## src/rtl/iox24_pkg.sv

```systemverilog
// Shared types and the select-code address function for the expander target.
// Assumes an 8-bit byte on the bus and 2-bit tie-off codes per select input.
package iox24_pkg;

    localparam int BYTE_W = 8;

    typedef enum logic [2:0] {
        PH_IDLE,
        PH_ADDR,
        PH_ADDR_ACK,
        PH_WDATA,
        PH_WACK,
        PH_RDATA,
        PH_RACK
    } phase_t;

    // Map the 6-bit select index onto the 64-entry target address space.
    function automatic logic [6:0] sel_to_addr(input logic [5:0] code);
        logic [6:0] c;
        c = {1'b0, code};
        if (code < 6'd32) begin
            return 7'h10 + c;
        end else if (code < 6'd56) begin
            return 7'h50 + (c - 7'd32);
        end else begin
            return 7'h70 + (c - 7'd56);
        end
    endfunction

endpackage

```

## src/rtl/iox24_line_sync.sv

```systemverilog
// Synchronises SCL and SDA into the system clock and detects bus events.
// Assumes clk is several times faster than SCL; reset state is an idle bus.
module iox24_line_sync #(
    parameter int STAGES = 2
) (
    input  logic clk,
    input  logic rst_n,
    input  logic scl_i,
    input  logic sda_i,
    output logic sda_s_o,
    output logic scl_rise_o,
    output logic scl_fall_o,
    output logic start_o,
    output logic stop_o
);

    logic [STAGES-1:0] scl_chain;
    logic [STAGES-1:0] sda_chain;
    logic              scl_q;
    logic              sda_q;
    logic              scl_s;
    logic              sda_s;

    assign scl_s = scl_chain[STAGES-1];
    assign sda_s = sda_chain[STAGES-1];

    // Shift both lines through the synchroniser and keep one delayed copy.
    always_ff @(posedge clk) begin
        if (!rst_n) begin
            scl_chain <= '1;
            sda_chain <= '1;
            scl_q     <= 1'b1;
            sda_q     <= 1'b1;
        end else begin
            scl_chain <= {scl_chain[STAGES-2:0], scl_i};
            sda_chain <= {sda_chain[STAGES-2:0], sda_i};
            scl_q     <= scl_s;
            sda_q     <= sda_s;
        end
    end

    // Decode clock edges and SDA transitions while SCL stays high.
    always_comb begin
        sda_s_o    = sda_s;
        scl_rise_o = scl_s & ~scl_q;
        scl_fall_o = ~scl_s & scl_q;
        start_o    = scl_s & scl_q & sda_q & ~sda_s;
        stop_o     = scl_s & scl_q & ~sda_q & sda_s;
    end

endmodule

```

## src/rtl/iox24_xfer_fsm.sv

```systemverilog
// Byte-level target state machine: address match, acknowledge, write
// distribution and read serialisation with a rotating port index.
// Assumes clean single-cycle event pulses from iox24_line_sync.
module iox24_xfer_fsm
    import iox24_pkg::*;
#(
    parameter int PORTS = 3,
    localparam int PIN_W = PORTS * BYTE_W,
    localparam int IDX_W = (PORTS > 1) ? $clog2(PORTS) : 1
) (
    input  logic              clk,
    input  logic              rst_n,
    input  logic              sda_s,
    input  logic              scl_rise,
    input  logic              scl_fall,
    input  logic              start_ev,
    input  logic              stop_ev,
    input  logic [6:0]        own_addr,
    input  logic [PIN_W-1:0]  pins,
    output logic              sda_drive,
    output logic [PORTS-1:0]  wr_stb,
    output logic [BYTE_W-1:0] wr_byte,
    output logic [PORTS-1:0]  rd_stb
);

    phase_t             phase;
    logic [BYTE_W-1:0]  shreg;
    logic [3:0]         bitcnt;
    logic               rw;
    logic               mack;
    logic [IDX_W-1:0]   idx;
    logic [IDX_W-1:0]   idx_next;
    logic [BYTE_W-1:0]  pin_byte;

    // Next port in the rotation and the current port's pin byte.
    always_comb begin
        idx_next = (idx == IDX_W'(PORTS - 1)) ? '0 : idx + 1'b1;
        pin_byte = pins[idx*BYTE_W +: BYTE_W];
    end

    // Advance the transfer on each bus event.
    always_ff @(posedge clk) begin
        if (!rst_n) begin
            phase     <= PH_IDLE;
            shreg     <= '0;
            bitcnt    <= '0;
            rw        <= 1'b0;
            mack      <= 1'b0;
            idx       <= '0;
            sda_drive <= 1'b0;
            wr_stb    <= '0;
            wr_byte   <= '0;
            rd_stb    <= '0;
        end else begin
            wr_stb <= '0;
            rd_stb <= '0;
            if (start_ev) begin
                phase     <= PH_ADDR;
                bitcnt    <= '0;
                idx       <= '0;
                sda_drive <= 1'b0;
            end else if (stop_ev) begin
                phase     <= PH_IDLE;
                sda_drive <= 1'b0;
            end else begin
                case (phase)
                    PH_ADDR, PH_WDATA: begin
                        if (scl_rise && bitcnt < 4'd8) begin
                            shreg  <= {shreg[BYTE_W-2:0], sda_s};
                            bitcnt <= bitcnt + 4'd1;
                        end else if (scl_fall && bitcnt == 4'd8) begin
                            if (phase == PH_ADDR) begin
                                if (shreg[7:1] == own_addr) begin
                                    sda_drive <= 1'b1;
                                    rw        <= shreg[0];
                                    phase     <= PH_ADDR_ACK;
                                end else begin
                                    phase <= PH_IDLE;
                                end
                            end else begin
                                sda_drive <= 1'b1;
                                phase     <= PH_WACK;
                            end
                        end
                    end
                    PH_ADDR_ACK: begin
                        if (scl_fall) begin
                            bitcnt <= '0;
                            if (rw) begin
                                shreg     <= pin_byte;
                                sda_drive <= ~pin_byte[BYTE_W-1];
                                rd_stb    <= PORTS'(1) << idx;
                                idx       <= idx_next;
                                phase     <= PH_RDATA;
                            end else begin
                                sda_drive <= 1'b0;
                                phase     <= PH_WDATA;
                            end
                        end
                    end
                    PH_WACK: begin
                        if (scl_fall) begin
                            sda_drive <= 1'b0;
                            wr_byte   <= shreg;
                            wr_stb    <= PORTS'(1) << idx;
                            idx       <= idx_next;
                            bitcnt    <= '0;
                            phase     <= PH_WDATA;
                        end
                    end
                    PH_RDATA: begin
                        if (scl_fall) begin
                            if (bitcnt == 4'd7) begin
                                sda_drive <= 1'b0;
                                phase     <= PH_RACK;
                            end else begin
                                shreg     <= {shreg[BYTE_W-2:0], 1'b0};
                                sda_drive <= ~shreg[BYTE_W-2];
                                bitcnt    <= bitcnt + 4'd1;
                            end
                        end
                    end
                    PH_RACK: begin
                        if (scl_rise) begin
                            mack <= ~sda_s;
                        end else if (scl_fall) begin
                            if (mack) begin
                                shreg     <= pin_byte;
                                sda_drive <= ~pin_byte[BYTE_W-1];
                                rd_stb    <= PORTS'(1) << idx;
                                idx       <= idx_next;
                                bitcnt    <= '0;
                                phase     <= PH_RDATA;
                            end else begin
                                phase <= PH_IDLE;
                            end
                        end
                    end
                    default: begin
                        phase <= PH_IDLE;
                    end
                endcase
            end
        end
    end

endmodule

```

## src/rtl/iox24_port_bank.sv

```systemverilog
// One 8-bit output latch per port, loaded by its own write strobe.
// Assumes wr_stb is at most one-hot; all latches reset high.
module iox24_port_bank
    import iox24_pkg::*;
#(
    parameter int PORTS = 3,
    localparam int PIN_W = PORTS * BYTE_W
) (
    input  logic              clk,
    input  logic              rst_n,
    input  logic [PORTS-1:0]  wr_stb,
    input  logic [BYTE_W-1:0] wr_byte,
    output logic [PIN_W-1:0]  latch_o
);

    for (genvar p = 0; p < PORTS; p++) begin : g_port
        logic [BYTE_W-1:0] lat;

        // Hold or load this port's latch.
        always_ff @(posedge clk) begin
            if (!rst_n) begin
                lat <= '1;
            end else if (wr_stb[p]) begin
                lat <= wr_byte;
            end
        end

        assign latch_o[p*BYTE_W +: BYTE_W] = lat;
    end

endmodule

```

## src/rtl/iox24_i2c_target.sv

```systemverilog
// Top of the expander target: bus synchroniser, transfer engine, latches.
// Assumes the select codes are static during a transfer.
module iox24_i2c_target
    import iox24_pkg::*;
#(
    parameter int PORTS       = 3,
    parameter int SYNC_STAGES = 2,
    localparam int PIN_W      = PORTS * BYTE_W
) (
    input  logic             clk,
    input  logic             rst_n,
    input  logic             scl_i,
    input  logic             sda_i,
    output logic             sda_drive_low_o,
    input  logic [1:0]       sel0_i,
    input  logic [1:0]       sel1_i,
    input  logic [1:0]       sel2_i,
    input  logic [PIN_W-1:0] pin_i,
    output logic [PIN_W-1:0] latch_o,
    output logic [PORTS-1:0] wr_stb_o,
    output logic [PORTS-1:0] rd_stb_o
);

    logic              sda_s;
    logic              scl_rise;
    logic              scl_fall;
    logic              start_ev;
    logic              stop_ev;
    logic [6:0]        own_addr;
    logic [BYTE_W-1:0] wr_byte;

    // Derive this target's address from the three tie-off codes.
    always_comb begin
        own_addr = sel_to_addr({sel2_i, sel1_i, sel0_i});
    end

    iox24_line_sync #(.STAGES(SYNC_STAGES)) u_sync (
        .clk        (clk),
        .rst_n      (rst_n),
        .scl_i      (scl_i),
        .sda_i      (sda_i),
        .sda_s_o    (sda_s),
        .scl_rise_o (scl_rise),
        .scl_fall_o (scl_fall),
        .start_o    (start_ev),
        .stop_o     (stop_ev)
    );

    iox24_xfer_fsm #(.PORTS(PORTS)) u_fsm (
        .clk       (clk),
        .rst_n     (rst_n),
        .sda_s     (sda_s),
        .scl_rise  (scl_rise),
        .scl_fall  (scl_fall),
        .start_ev  (start_ev),
        .stop_ev   (stop_ev),
        .own_addr  (own_addr),
        .pins      (pin_i),
        .sda_drive (sda_drive_low_o),
        .wr_stb    (wr_stb_o),
        .wr_byte   (wr_byte),
        .rd_stb    (rd_stb_o)
    );

    iox24_port_bank #(.PORTS(PORTS)) u_bank (
        .clk     (clk),
        .rst_n   (rst_n),
        .wr_stb  (wr_stb_o),
        .wr_byte (wr_byte),
        .latch_o (latch_o)
    );

endmodule

```

## config.mk

```make
export PLATFORM = sky130hd
export DESIGN_NAME = iox24_i2c_target
export DESIGN_NICKNAME = d
export VERILOG_FILES = /design/src/rtl/iox24_pkg.sv /design/src/rtl/iox24_line_sync.sv /design/src/rtl/iox24_xfer_fsm.sv /design/src/rtl/iox24_port_bank.sv /design/src/rtl/iox24_i2c_target.sv
export SDC_FILE = /design/constraint.sdc
export NUM_CORES = 1
export LEC_CHECK = 0
export BUFFER_PORTS_ARGS = -buffer_cell sky130_fd_sc_hd__buf_2
export CAP_MARGIN = 20
export CORE_MARGIN = 4
export CORE_UTILIZATION = 59
export DETAILED_ROUTE_END_ITERATION = 10
export PLACE_DENSITY = 0.89
export SLEW_MARGIN = 0
export SYNTH_ARGS = -nofsm -noshare
export SYNTH_HDL_FRONTEND = slang
export SYNTH_SLANG_ARGS = --single-unit
```

## constraint.sdc

```tcl
create_clock -name clk -period 3.9 [get_ports clk]
set_input_delay 0.39 -clock clk [delete_from_list [all_inputs] [get_ports clk]]
set_output_delay 0.39 -clock clk [all_outputs]
set_load 0.1 [all_outputs]
```

=== Yosys cells after proc, flatten, opt, wreduce, memory -nomap -nowiden ===
Index checks and enable logic that the tools add are counted.

* Bits in registers: 64
* Input bits: 34
* Word-level logic and storage cells: 162
* Output and inout bits: 31

* $lt $le $gt $ge: 3
* Bitwise logic cells: 19
* Shift operators: 2
* Muxes and demuxes: 61
* Equality and inequality tests: 32
* $add $sub $neg: 7
* Reduce and logical (&&, ||, !) cells: 20

{| class="wikitable"
|+ Operator list
! kind !! number
|-
| 8-bit 2-to-1 mux || 8
|-
| 3-bit 2-to-1 mux || 16
|-
| 8-bit one-hot mux with 4 select lines || 1
|-
| 4-bit 2-to-1 mux || 7
|-
| 4-bit by 3-bit inequality test with 1-bit output (second input constant) || 6
|-
| 8-bit AND reduction || 3
|-
| 24-bit by 6-bit indexed part select with 8-bit output || 1
|-
| 2-bit by 1-bit inequality test with 1-bit output (second input constant) || 10
|-
| 2-bit 2-to-1 mux || 8
|-
| 4-bit one-hot mux with 4 select lines || 1
|-
| 3-bit one-hot mux with 5 select lines || 1
|-
| 7-bit adder (first input constant) || 2
|-
| 1-bit 2-to-1 mux || 14
|-
| 7-bit 2-to-1 mux || 2
|-
| 6-bit by 6-bit subtractor with 7-bit output (second input constant) || 2
|-
| 6-bit < comparator (second input constant) || 2
|-
| 1-bit inverter || 12
|-
| 11-bit AND reduction || 1
|-
| 10-bit AND reduction || 1
|-
| 3-bit equality test (second input constant) || 3
|-
| 9-bit AND reduction || 1
|-
| 4-bit inequality test (second input constant) || 2
|-
| 4-bit AND reduction || 2
|-
| 4-bit nonzero test || 2
|-
| 24 further kinds || 36
|}

=== Depth between registers and ports, before layout ===
Gate-level depths: netlist (run 1).

* Depth in word-level cells: 12
* Gate-level depth with buffers: 7
* Depth with buffers taken out: 7

=== By module ===
Synthesis (run 1) repeated with hierarchy kept, for this count alone.

* Cells, all modules: 348
* Area, all modules: 3,193.1 sq um

{| class="wikitable"
|+ By module, submodules not included
! module !! times used !! cells each !! area an instance (sq um) !! sequential area each (sq um)
|-
| iox24_xfer_fsm || 1 || 241 || 2,033.2 || 680.7
|-
| iox24_port_bank || 1 || 77 || 859.6 || 480.5
|-
| iox24_line_sync || 1 || 16 || 190.2 || 120.1
|-
| iox24_i2c_target || 1 || 14 || 110.1 || 0.0
|}

=== Worst setup path before layout (run 1) ===
OpenSTA, ideal clock, no wires.

* Kind: input -> register
* From: in sel1_i[1]
* To: reg u_fsm.phase[1]
* Path buffers: 0
* Path slack: 1.749 ns
* Library setup time: 0.091 ns
* Arrival: 2.060 ns
* Required time: 3.809 ns
* Stages on the path: 7
* Cells stage by stage: inv_1 > ha_1 > and4_1 > a221oi_1 > o2111ai_1 > or4_1 > a311oi_1

* Word-level cells in the longest chain between the ends: 10
* Elaborated cells between the ends (all ways): 15
* Classes of those cells: add/sub: 5; order compare: 2; eq/ne: 1; mux: 7

{| class="wikitable"
|+ RTL lines
! what !! line !! source
|-
| start, declared || iox24_i2c_target.sv:16 || <nowiki>input logic [1:0] sel1_i,</nowiki>
|-
| 6-bit by 6-bit subtractor with 7-bit output (on tied branches) || iox24_pkg.sv:26, iox24_pkg.sv:24 ||
|-
| 7-bit adder (on tied branches) || iox24_pkg.sv:26, iox24_pkg.sv:24 ||
|-
| 7-bit 2-to-1 mux || iox24_pkg.sv:23 || <nowiki>end else if (code < 6'd56) begin</nowiki>
|-
| 7-bit 2-to-1 mux (*) || iox24_pkg.sv:21 || <nowiki>if (code < 6'd32) begin</nowiki>
|-
| 7-bit equality test (*) || iox24_xfer_fsm.sv:73 || <nowiki>if (shreg[7:1] == own_addr) begin</nowiki>
|-
| 2-bit 2-to-1 mux (*) || iox24_xfer_fsm.sv:73 ||
|-
| 3-bit 2-to-1 mux (*) || iox24_xfer_fsm.sv:72 || <nowiki>if (phase == PH_ADDR) begin</nowiki>
|-
| 3-bit 2-to-1 mux (*) || iox24_xfer_fsm.sv:71 || <nowiki>end else if (scl_fall && bitcnt == 4'd8) begin</nowiki>
|-
| 3-bit 2-to-1 mux (*) || iox24_xfer_fsm.sv:68 || <nowiki>if (scl_rise && bitcnt < 4'd8) begin</nowiki>
|-
| 3-bit one-hot mux with 5 select lines (*) || iox24_xfer_fsm.sv:66 || <nowiki>case (phase)</nowiki>
|-
| end signal, assigned || iox24_xfer_fsm.sv:63 || <nowiki>phase <= PH_IDLE;</nowiki>
|-
| end signal, assigned || iox24_xfer_fsm.sv:76 || <nowiki>phase <= PH_ADDR_ACK;</nowiki>
|-
| end signal, assigned || iox24_xfer_fsm.sv:78 || <nowiki>phase <= PH_IDLE;</nowiki>
|-
| end, declared || iox24_xfer_fsm.sv:26 || <nowiki>phase_t phase;</nowiki>
|}

Every way passes the cells marked *; elsewhere a longest branch is shown, timed or not. The select of a mux whose other input is x is not followed.
A chain may end at the register's enable or synchronous reset.

=== Final worst setup path (run 1) ===
* From: reg u_fsm.phase[2]
* To: reg u_fsm.bitcnt[2]

* Word-level cells in the longest chain between the ends: 4
* Elaborated cells between the ends (all ways): 18
* Classes of those cells: eq/ne: 13; mux: 1; reduce/logical: 4

{| class="wikitable"
|+ RTL lines
! what !! line !! source
|-
| start signal, assigned || iox24_xfer_fsm.sv:44 || <nowiki>phase <= PH_IDLE;</nowiki>
|-
| start signal, assigned || iox24_xfer_fsm.sv:58 || <nowiki>phase <= PH_ADDR;</nowiki>
|-
| start signal, assigned || iox24_xfer_fsm.sv:63 ||
|-
| 3-bit by 2-bit equality test with 1-bit output (tied with other cells) || iox24_xfer_fsm.sv:66 ||
|-
| 2-bit OR reduction (on tied branches) || -- ||
|-
| 2-bit by 1-bit inequality test with 1-bit output (no source line) / 4-bit nonzero test (equally long branches) || -- ||
|-
| 9-bit AND reduction (no source line) || -- ||
|-
| end signal, assigned || iox24_xfer_fsm.sv:70 || <nowiki>bitcnt <= bitcnt + 4'd1;</nowiki>
|-
| end signal, assigned || iox24_xfer_fsm.sv:119 || <nowiki>bitcnt <= bitcnt + 4'd1;</nowiki>
|-
| end, declared || iox24_xfer_fsm.sv:28 || <nowiki>logic [3:0] bitcnt;</nowiki>
|}

Parallel ways exist; a longest one is shown, timed or not.

==> impl_metrics.csv, run 1 <==
group,metric,value,unit
detailed_routing,wl_met1,3100,µm
floorplanning,die_h,80.5,µm
detailed_routing,viasPerCell,5.71,
sta,rsz0062_at_grt,"false",
synthesis,synthSimpleGateAreaFrac,0.210,
floorplanning,num_rows,26,
global_routing,grt_pass1_wl,12100,µm
synthesis,synth_nets,396,
floorplanning,core_area,5110,µm²
detailed_routing,top_layer_used,"met4",
worst_setup_path,cpLargestDelayFamily,"simple AND/OR/NAND/NOR gates",
synthesis,synth_compound_area_frac,0.151,
clock_tree,cts_max_level,3,
power,seqPwrFrac,0.532,
placement,io_buffers,64,
sta,finClkSkew,0.00959,ns
layout,nNetsFinal,450,
worst_setup_path,worstPathMaxFanout,24,
clock_tree,clock_latency,0.34,ns
sta,setup_tns,0,ns
worst_setup_path,regToRegEndpoint,"u_fsm.bitcnt[2]$_SDFFE_PP0P_",
global_routing,gr-total-overflow,0,
worst_setup_path,crit_chain,"or4b_1, a311o_1, or4_1, a21oi_1",
clock_tree,clk_pin_slew_worst_paths,0.07,ns
worst_setup_path,crit_path_max_incr_delay,0.62,ns
worst_setup_path,slowest_stage,"a311o_1",
synthesis,synth_xor_area_frac,0.0169,
detailed_routing,ant_nets,0,
clock_tree,post-cts-setup-buffer-count,0,
power,power_density,345,nW/µm²
synthesis,synth.avg_cell_area,8.72,µm²
detailed_routing,first_pass_iters,4,
hold_path,min_to,"u_sync.sda_chain[0]$_SDFF_PN1_",
clock_tree,cts_buffer_depth,2,
worst_setup_path,critPathLaunchType,"flip-flop",
clock_tree,cts_hold_buffers,0,
detailed_routing,vias,2771,
hold_path,min_path_type,"in2reg",
floorplanning,initial_core_util,0.608,
sta,fmax,395,MHz
clock_tree,post_cts_resized,0,
layout,drive_above_1_share,0.210,
synthesis,synth_top_area_cell,"dfxtp_1",
synthesis,synthArstFlopShare,0,
power,power.leakage,1.36,nW
synthesis,yosysMostFrequentCell,"dfxtp_1",
global_routing,grt_use_total,0.241,
hold_path,min_path_cells,2,
worst_setup_path,reg2reg_depth,4,
sta,drv_slew,0,
layout,n_antenna_cell,0,
power,fin_total_pwr,1.24,mW
sta,worst_slew_pin_slew,0.881,ns
worst_setup_path,worstSetupPathType,"reg2reg",
synthesis,yosys-top-cells-area,"dfxtp_1 41%, mux2i_1 14%, nand2_1 4.6%",
synthesis,synth_fa_ha_area_frac,0.0242,
synthesis,syn_inst,356,
worst_setup_path,crit_arrival,2.78,ns
synthesis,synth_top_family_by_area,"simple AND/OR/NAND/NOR gates",
placement,hpwl,5160,µm
clock_tree,clockRootBuffer,"clkbuf_8",
hold_path,worstHoldStart,"sda_i",
detailed_routing,wire_per_inst,15.0,µm
sta,min_period,2.53,ns
sta,setup_violations,0,
detailed_routing,wl_met3,618,µm
layout,area_growth,16.2,%
placement,gp_congestion,0.905,
detailed_routing,drt_iter0_drc,234,
outcome,outcome,"finished clean",
power,irDropWorstVdd,264,µV
clock_tree,cts_made_buffers,9,
worst_setup_path,reg2reg_from,"u_fsm.phase[2]$_SDFFE_PP0P_",
synthesis,synth_mux_area_frac,0.139,
power,netSwitchingFraction,0.247,
synthesis,synthesis.area,3100,µm²
detailed_routing,wl_met2,3360,µm
synthesis,synth.top_cell.area_share,0.413,
run,cap_violations,0,
floorplanning,dieArea,6480,µm²
sta,relSlewSlack,0.405,
synthesis,synth_seq_cells,64,
detailed_routing,drc_errors,0,
power,p_int,0.936,mW
synthesis,synth_cell_type_count,52,
power,clock_power_share,0.413,
sta,final.period_utilization,0.649,
detailed_routing,wirelength,7260,µm
synthesis,synth_edf_count,0,
global_routing,grt_pass1_vias,2512,
sta,hold_viol,0,
power,power.switching,0.307,mW
synthesis,synth_ff_type,"dfxtp_1",
worst_setup_path,path_buf_inv,0,
worst_setup_path,cp.required,4.15,ns
worst_setup_path,r2r_slack,1.37,ns
global_routing,grt_max_degree,40,
global_routing,antenna_found_initial,0,
worst_setup_path,endpoint_kind,"flip-flop",
clock_tree,cts.sinks,64,
synthesis,yosys_warnings,0,
synthesis,synth_common_cells,"64 x dfxtp_1, 43 x mux2i_1, 38 x nand2_1, 38 x nor2_1, 18 x a21oi_1",
synthesis,ys_seq_area_frac,0.413,
clock_tree,cts_tree,"built",
power,comb_power_share,0.055,
floorplanning,die_x,80.5,µm
floorplanning,num_io_pins,65,
## through the flow
| stage | util | hold WS, ns | std cells | setup slack (ns) | cell area, µm² |
|---|---|---|---|---|---|
| floorplan | - | 0.386 | 356 | 1.75 | 3100 |
| global placement | 0.671 | 0.388 | 469 | 1.54 | 3420 |
| detailed placement | 0.671 | 0.396 | 469 | 1.36 | 3420 |
| CTS | 0.706 | 0.217 | 485 | 1.37 | 3610 |
| global route | 0.706 | 0.212 | 485 | 1.25 | 3610 |
| finish | 0.706 | 0.229 | 485 | 1.37 | 3610 |
## worst register-to-register path: cells and delay by family (launching register included)
family | cells | cell delay [ns]
AO/OA/AOI/OAI | 2 | 0.83
flip-flops | 1 | 0.46
AND/OR/NAND/NOR | 2 | 1.16
## placed cells by master (no fill, tap or decap), types with 10 or more instances in the layout
cell type  synthesis  routed
a21oi_1           18      18
buf_2              0      64
clkbuf_8           0      10
dfxtp_1           64      64
inv_1             10      10
mux2i_1           43      43
nand2_1           38      38
nand2b_1          13      13
nor2_1            38      38
o21ai_0           15      15
or4_1             10      10
## power groups by stage
stage                     logic (mW)  clock network, mW  registers, mW
after floorplan               0.0415                  0          0.674
after global placement        0.0654                  0          0.676
after detailed placement      0.0683                  0          0.676
after CTS                     0.0687              0.520          0.661
after global routing          0.0773              0.551          0.661
final                         0.0685              0.513          0.661
## kinds of logic after synthesis
logic type	after synthesis
flip-flops	64
multiplexers	43
XOR/XNOR	6
adder cells (fa/ha/maj)	6
buffers and inverters	34
AO/OA/AOI/OAI	70
AND/OR/NAND/NOR	133
## registers in the layout (all words and copies together), names as in the netlist
name / count
u_fsm.rw: 1
u_sync.sda_chain: 2
u_fsm.wr_stb: 3
u_fsm.idx: 2
u_fsm.mack: 1
u_sync.sda_q: 1
u_fsm.bitcnt: 4
u_fsm.wr_byte: 8
u_fsm.shreg: 8
u_fsm.phase: 3
u_fsm.sda_drive: 1
u_sync.scl_chain: 2
u_bank.g_port.lat: 24
u_sync.scl_q: 1
u_fsm.rd_stb: 3
## worst max path at each step
stage | start | endpoint | slack (ns) | cells past startpoint
finish | u_fsm.phase[2]$_SDFFE_PP0P_ | u_fsm.bitcnt[2]$_SDFFE_PP0P_ | 1.37 | 4
global route | u_fsm.phase[2]$_SDFFE_PP0P_ | u_fsm.bitcnt[2]$_SDFFE_PP0P_ | 1.25 | 4
CTS | u_fsm.phase[2]$_SDFFE_PP0P_ | u_fsm.bitcnt[2]$_SDFFE_PP0P_ | 1.37 | 4
detailed placement | sel2_i[0] | u_fsm.phase[1]$_SDFFE_PP0P_ | 1.36 | 8
global placement | sel2_i[0] | u_fsm.phase[1]$_SDFFE_PP0P_ | 1.54 | 8
floorplan | sel1_i[1] | u_fsm.phase[1]$_SDFFE_PP0P_ | 1.75 | 7
## per-layer routing
layer  GRT usage  up-vias
li1            -     1376
met1       0.316     1260
met2       0.378      119
met3      0.0504       16
met4       0.113        0
met5           0        -
## final cells by class
cell class | count | area (µm²)
Clock buffer | 10 | 138
Clock inverter | 6 | 43.8
Fill cell | 381 | 1500
Inverter | 11 | 41.3
Multi-Input combinational cell | 258 | 1680
Sequential cell | 64 | 1280
Tap cell | 70 | 87.6
Timing Repair Buffer | 66 | 335
Note: power is estimated with default switching activity, not from simulation.
==> run 2, diff against run 1 <==
CORE_UTILIZATION = 54   (was 59)
PLACE_DENSITY = 0.83   (was 0.89)
clock period = 2.35 ns   (was 3.9 ns; I/O delays follow)
==> run 2 against run 1 <==
Effect of this change:
- global-route usage down 2.9 points
- first-iteration DRC count shrank 22%
- critical path depth increased by 1
- count of clock-buffer cells in the layout fell by 1
- wire length increased by 1.4%
- combinational power grew 78%
- critical path type unchanged
- largest power group unchanged
==> impl_metrics.csv, run 2 (synthesized netlist as in run 1, its figures left out) <==
group,metric,value,unit
hold_path,min_path_type,"in2reg",
layout,largestRegisters,"u_bank.g_port.lat: 24 flops, u_fsm.shreg: 8 flops, u_fsm.wr_byte: 8 flops",
outcome,outcome,"finished clean",
sta,relSlewSlack,0.482,
global_routing,grt_max_degree,31,
detailed_routing,drt_iter0_drc,183,
clock_tree,clk_pin_slew_worst_paths,0.07,ns
global_routing,antenna_found_initial,0,
clock_tree,clockRootBuffer,"clkbuf_8",
worst_setup_path,endpoint_kind,"flip-flop",
run,cap_violations,0,
global_routing,grt_pass1_wl,12400,µm
detailed_routing,wire_per_inst,14.7,µm
worst_setup_path,crit_path_max_incr_delay,0.54,ns
detailed_routing,wirelength,7360,µm
layout,drive_above_1_share,0.234,
power,power_density,610,nW/µm²
sta,hold_viol,0,
worst_setup_path,slowest_stage,"or4_1",
placement,dp.cells,484,
worst_setup_path,worstPathMaxFanout,16,
sta,finClkSkew,0.00657,ns
floorplanning,die_h,83.8,µm
detailed_routing,viasPerCell,5.66,
detailed_routing,drc_errors,0,
sta,rsz0062_at_grt,"false",
detailed_routing,ant_nets,0,
sta,worst_slew_pin_slew,0.776,ns
clock_tree,post_cts_resized,0,
power,power.leakage,1.45,nW
layout,top_register,"u_bank.g_port.lat",
clock_tree,cts_max_level,3,
floorplanning,num_rows,27,
layout,final_cells,500,
floorplanning,num_io_pins,65,
floorplanning,dieArea,7020,µm²
worst_setup_path,critPathLaunchType,"flip-flop",
clock_tree,cts_buffer_depth,2,
placement,gp_congestion,0.841,
worst_setup_path,worstSetupPathType,"reg2reg",
clock_tree,cts_tree,"built",
placement,hpwl,5280,µm
layout,largest_reg_flops,24,
floorplanning,core_area,5540,µm²
worst_setup_path,crit_arrival,2.49,ns
sta,final.period_utilization,0.953,
layout,n_antenna_cell,0,
layout,mostFrequentLayoutCells,"64 x buf_2, 64 x dfxtp_1, 43 x mux2i_1",
global_routing,gr-total-overflow,0,
sta,whs,0.0813,ns
sta,setup_violations,0,
sta,fmax,447,MHz
worst_setup_path,cp.required,2.60,ns
global_routing,grt_use_total,0.212,
detailed_routing,first_pass_iters,5,
clock_tree,cts.sinks,64,
clock_tree,cts_made_buffers,9,
power,irDropWorstVdd,436,µV
layout,area_growth,20.9,%
clock_tree,post-cts-setup-buffer-count,0,
layout,nNetsFinal,463,
sta,setup_tns,0,ns
worst_setup_path,crit_chain,"or4b_1, a311o_1, buf_4, or4_1, a21oi_1",
global_routing,grt_pass1_vias,2600,
sta,drv_slew,0,
sta,min_period,2.24,ns
placement,io_buffers,64,
floorplanning,die_x,83.8,µm
detailed_routing,vias,2831,
floorplanning,initial_core_util,0.560,
clock_tree,cts_hold_buffers,0,
clock_tree,clock_latency,0.34,ns
## run 2: changes by cell type in the layout (fill, tap and decap cells not counted), sizes merged
cell and change:
inv +2, clkbuf -1, buf +13, bufinv +2
clkinv -3
## run 2: metrics by stage
step / cell area [µm²] / total power, mW / setup WS [ns] / util
6_report: 3750 / 2.29 / 0.111 / 0.677
3_3_place_gp: 3520 / 1.24 / 0.149 / 0.636
2_1_floorplan: 3100 / 1.19 / 0.221 / -
4_1_cts: 3750 / 2.30 / 0.0984 / 0.677
5_1_grt: 3750 / 2.37 / 0.0379 / 0.677
3_5_place_dp: 3520 / 1.24 / 0.0414 / 0.636
## run 2: final timing paths
path | startpoint | to | slack (ns) | cells after the start
worst max-delay path | u_sync.scl_chain[1]$_SDFF_PN1_ | u_fsm.shreg[4]$_SDFFE_PN0P_ | 0.11 | 5
worst min-delay path | sda_i | u_sync.sda_chain[0]$_SDFF_PN1_ | 0.08 | 2
worst max register to register | u_sync.scl_chain[1]$_SDFF_PN1_ | u_fsm.shreg[4]$_SDFFE_PN0P_ | 0.11 | 5
worst min register to register | u_sync.scl_chain[0]$_SDFF_PN1_ | u_sync.scl_chain[1]$_SDFF_PN1_ | 0.41 | 1
## run 2: report_power, final
| part | switching [mW] | total, mW | internal [mW] |
|---|---|---|---|
| sequential | 0.00607 | 1.10 | 1.09 |
| combinational | 0.0661 | 0.122 | 0.0563 |
| clock | 0.460 | 1.07 | 0.610 |
| total | 0.532 | 2.29 | 1.76 |
## run 2: worst max-delay path: cells and delay by family (launching register included)
| family | cells | cell delay [ns] |
|---|---|---|
| simple gates | 2 | 1.00 |
| compound gates | 2 | 0.54 |
| flops | 1 | 0.43 |
| buf+inv | 1 | 0.19 |
## run 2: per-layer routing
metal	track usage	routed length, µm	vias to the layer above
li1	-	-	1403
met1	0.287	3400	1306
met2	0.328	3330	108
met3	0.0424	496	14
met4	0.0921	123	0
met5	0	0	-
## run 2: cell type report
| cell class | instances | area [µm²] |
|---|---|---|
| Timing Repair Buffer | 79 | 433 |
| Fill cell | 441 | 1790 |
| Sequential cell | 64 | 1280 |
| Inverter | 11 | 41.3 |
| Clock inverter | 7 | 103 |
| Clock buffer | 9 | 124 |
| Tap cell | 72 | 90.1 |
| Multi-Input combinational cell | 258 | 1680 |
==> run 3, diff against run 2 <==
BUFFER_PORTS_ARGS = unset   (was -buffer_cell sky130_fd_sc_hd__buf_2)
CORE_UTILIZATION = 63   (was 54)
DONT_BUFFER_PORTS = 1   (was unset)
==> run 3 against run 2 <==
Effect of this change:
- critical endpoint is now u_fsm.shreg[2]$_SDFFE_PN0P_
- die area fell by 13%
- worst hold slack got worse by 0.060 ns
- critical path type unchanged
- global-route usage rose by 5.6 points
- non-clock buffer count fell by 30
- core utilization rose by 9.3 points
- power fell by 9.7%
- largest power group unchanged
- sequential power barely moved
- flip-flop and latch count did not move
==> impl_metrics.csv, run 3 (synthesized netlist as in run 1, its figures left out) <==
group,metric,value,unit
layout,drive_above_1_share,0.171,
detailed_routing,first_pass_iters,5,
worst_setup_path,r2r_slack,0.11,ns
clock_tree,clk_pin_slew_worst_paths,0.07,ns
sta,fmax,447,MHz
detailed_routing,drc_errors,0,
global_routing,grt_use_total,0.269,
worst_setup_path,crit_arrival,2.49,ns
worst_setup_path,reg2reg_from,"u_sync.scl_chain[1]$_SDFF_PN1_",
layout,largestRegisters,"u_bank.g_port.lat: 24 flops, u_fsm.shreg: 8 flops, u_fsm.wr_byte: 8 flops",
global_routing,grt_max_degree,31,
global_routing,gr-total-overflow,0,
sta,rsz0062_at_grt,"false",
detailed_routing,wirelength,8030,µm
sta,whs,0.0216,ns
floorplanning,die_x,78.2,µm
power,fin_total_pwr,2.07,mW
worst_setup_path,regToRegEndpoint,"u_fsm.shreg[2]$_SDFFE_PN0P_",
floorplanning,die_h,78.2,µm
sta,hold_viol,0,
clock_tree,clock_latency,0.34,ns
placement,io_buffers,0,
layout,final_util,0.771,
clock_tree,cts.sinks,64,
placement,placed_area,3420,µm²
placement,dp.cells,445,
floorplanning,core_area,4750,µm²
worst_setup_path,crit_path_start,"u_sync.scl_chain[1]$_SDFF_PN1_",
power,irDropWorstVdd,443,µV
floorplanning,initial_core_util,0.653,
placement,hpwl,5390,µm
worst_setup_path,cpLargestDelayFamily,"simple AND/OR/NAND/NOR gates",
power,power.leakage,1.36,nW
sta,setup_violations,0,
layout,area_growth,18.1,%
worst_setup_path,worstPathMaxFanout,22,
clock_tree,post-cts-setup-buffer-count,0,
worst_setup_path,cp.depth,4,
detailed_routing,ant_nets,0,
layout,mostFrequentLayoutCell,"dfxtp_1",
worst_setup_path,critPathLaunchType,"flip-flop",
run,cap_violations,0,
outcome,outcome,"finished clean",
global_routing,grt_pass1_wl,12900,µm
worst_setup_path,path_buf_inv,0,
clock_tree,cts_tree,"built",
layout,nNetsFinal,433,
layout,final_cells,465,
detailed_routing,wire_per_inst,17.3,µm
floorplanning,num_io_pins,65,
clock_tree,clockRootBuffer,"clkbuf_8",
detailed_routing,viasPerCell,6.10,
layout,n_antenna_cell,0,
global_routing,antenna_found_initial,0,
sta,setup_tns,0,ns
layout,top_register,"u_bank.g_port.lat",
layout,largest_reg_flops,24,
worst_setup_path,crit_path_max_incr_delay,0.60,ns
sta,finalWorstSetupSlack,0.111,ns
placement,gp_congestion,0.910,
sta,worst_slew_pin_slew,0.832,ns
sta,drv_slew,0,
sta,finClkSkew,0.00885,ns
detailed_routing,vias,2838,
power,power_density,564,nW/µm²
worst_setup_path,slowest_stage,"or4_1",
clock_tree,cts_max_level,3,
detailed_routing,drt_iter0_drc,223,
floorplanning,dieArea,6110,µm²
hold_path,min_path_cells,1,
global_routing,grt_pass1_vias,2698,
sta,relSlewSlack,0.444,
placement,place_ws,0.0651,ns
layout,mostFrequentLayoutCells,"64 x dfxtp_1, 45 x buf_4, 43 x mux2i_1",
sta,final.period_utilization,0.953,
hold_path,min_path_type,"in2reg",
worst_setup_path,reg2reg_depth,4,
worst_setup_path,crit_chain,"or4b_1, a311o_2, or4_1, a21oi_1",
layout,final_area,3660,µm²
clock_tree,cts_buffer_depth,2,
worst_setup_path,endpoint_kind,"flip-flop",
worst_setup_path,crit_path_end,"u_fsm.shreg[2]$_SDFFE_PN0P_",
worst_setup_path,worstSetupPathType,"reg2reg",
worst_setup_path,cp.required,2.60,ns
floorplanning,num_rows,25,
clock_tree,cts_made_buffers,9,
sta,min_period,2.24,ns
==> run 3: changes by cell type in the layout (fill, tap and decap cells not counted), moves of 2 or more <==
| cell | change |
|---|---|
| buf_2 | -64 |
| buf_4 | +30 |
| dlygate4sd3_1 | +3 |
| bufinv_16 | -2 |
| clkinv_2 | +2 |
| inv_6 | -2 |
==> run 3: cell type report <==
class,count,area (µm²)
multi-input cells,258,1680
clock buffers,10,138
inverters,11,41.3
well taps,67,83.8
fillers,333,1090
repair buffers,49,395
flip-flops and latches,64,1280
clock inverters,6,43.8
==> run 3: how the worst min path moves through the flow <==
stage / start / end / slack, ns
global placement: rst_n / u_bank.g_port[0].lat[5]$_SDFFE_PN1P_ / 0.31
detailed placement: rst_n / u_bank.g_port[0].lat[0]$_SDFFE_PN1P_ / 0.31
CTS: rst_n / u_fsm.shreg[0]$_SDFFE_PN0P_ / 0.01
floorplan: scl_i / u_sync.scl_chain[0]$_SDFF_PN1_ / 0.34
finish: rst_n / u_fsm.shreg[0]$_SDFFE_PN0P_ / 0.02
global route: rst_n / u_fsm.shreg[0]$_SDFFE_PN0P_ / 0.02
==> run 3: power breakdown <==
part	switching [mW]	total, mW	internal (mW)
Combinational	0.0561	0.101	0.0448
Clock	0.455	0.869	0.415
Sequential	0.00642	1.10	1.09
==> run 3: worst register-to-register path, delay by kind of cell (launching register included) <==
kind	cells	cell delay, ns
compound gates	2	0.63
flops	1	0.45
simple gates	2	1.08
==> run 3: timing repair <==
| action | in CTS | in global routing |
|---|---|---|
| setup endpoints to repair | 2 | 2 |
| hold buffers | 3 | 0 |
| hold endpoints to repair | 30 | 0 |
| gates cloned | 0 | 0 |
| pin swaps | 0 | 1 |
| gates resized for setup | 1 | 0 |
==> run 3: layer usage <==
layer  global-route usage  up-vias  share of wire
met5                    0        -              0
met4                0.122        0          0.033
met3               0.0757       34          0.083
met2                0.428      152           0.45
met1                0.337     1306           0.43
li1                     -     1346              -
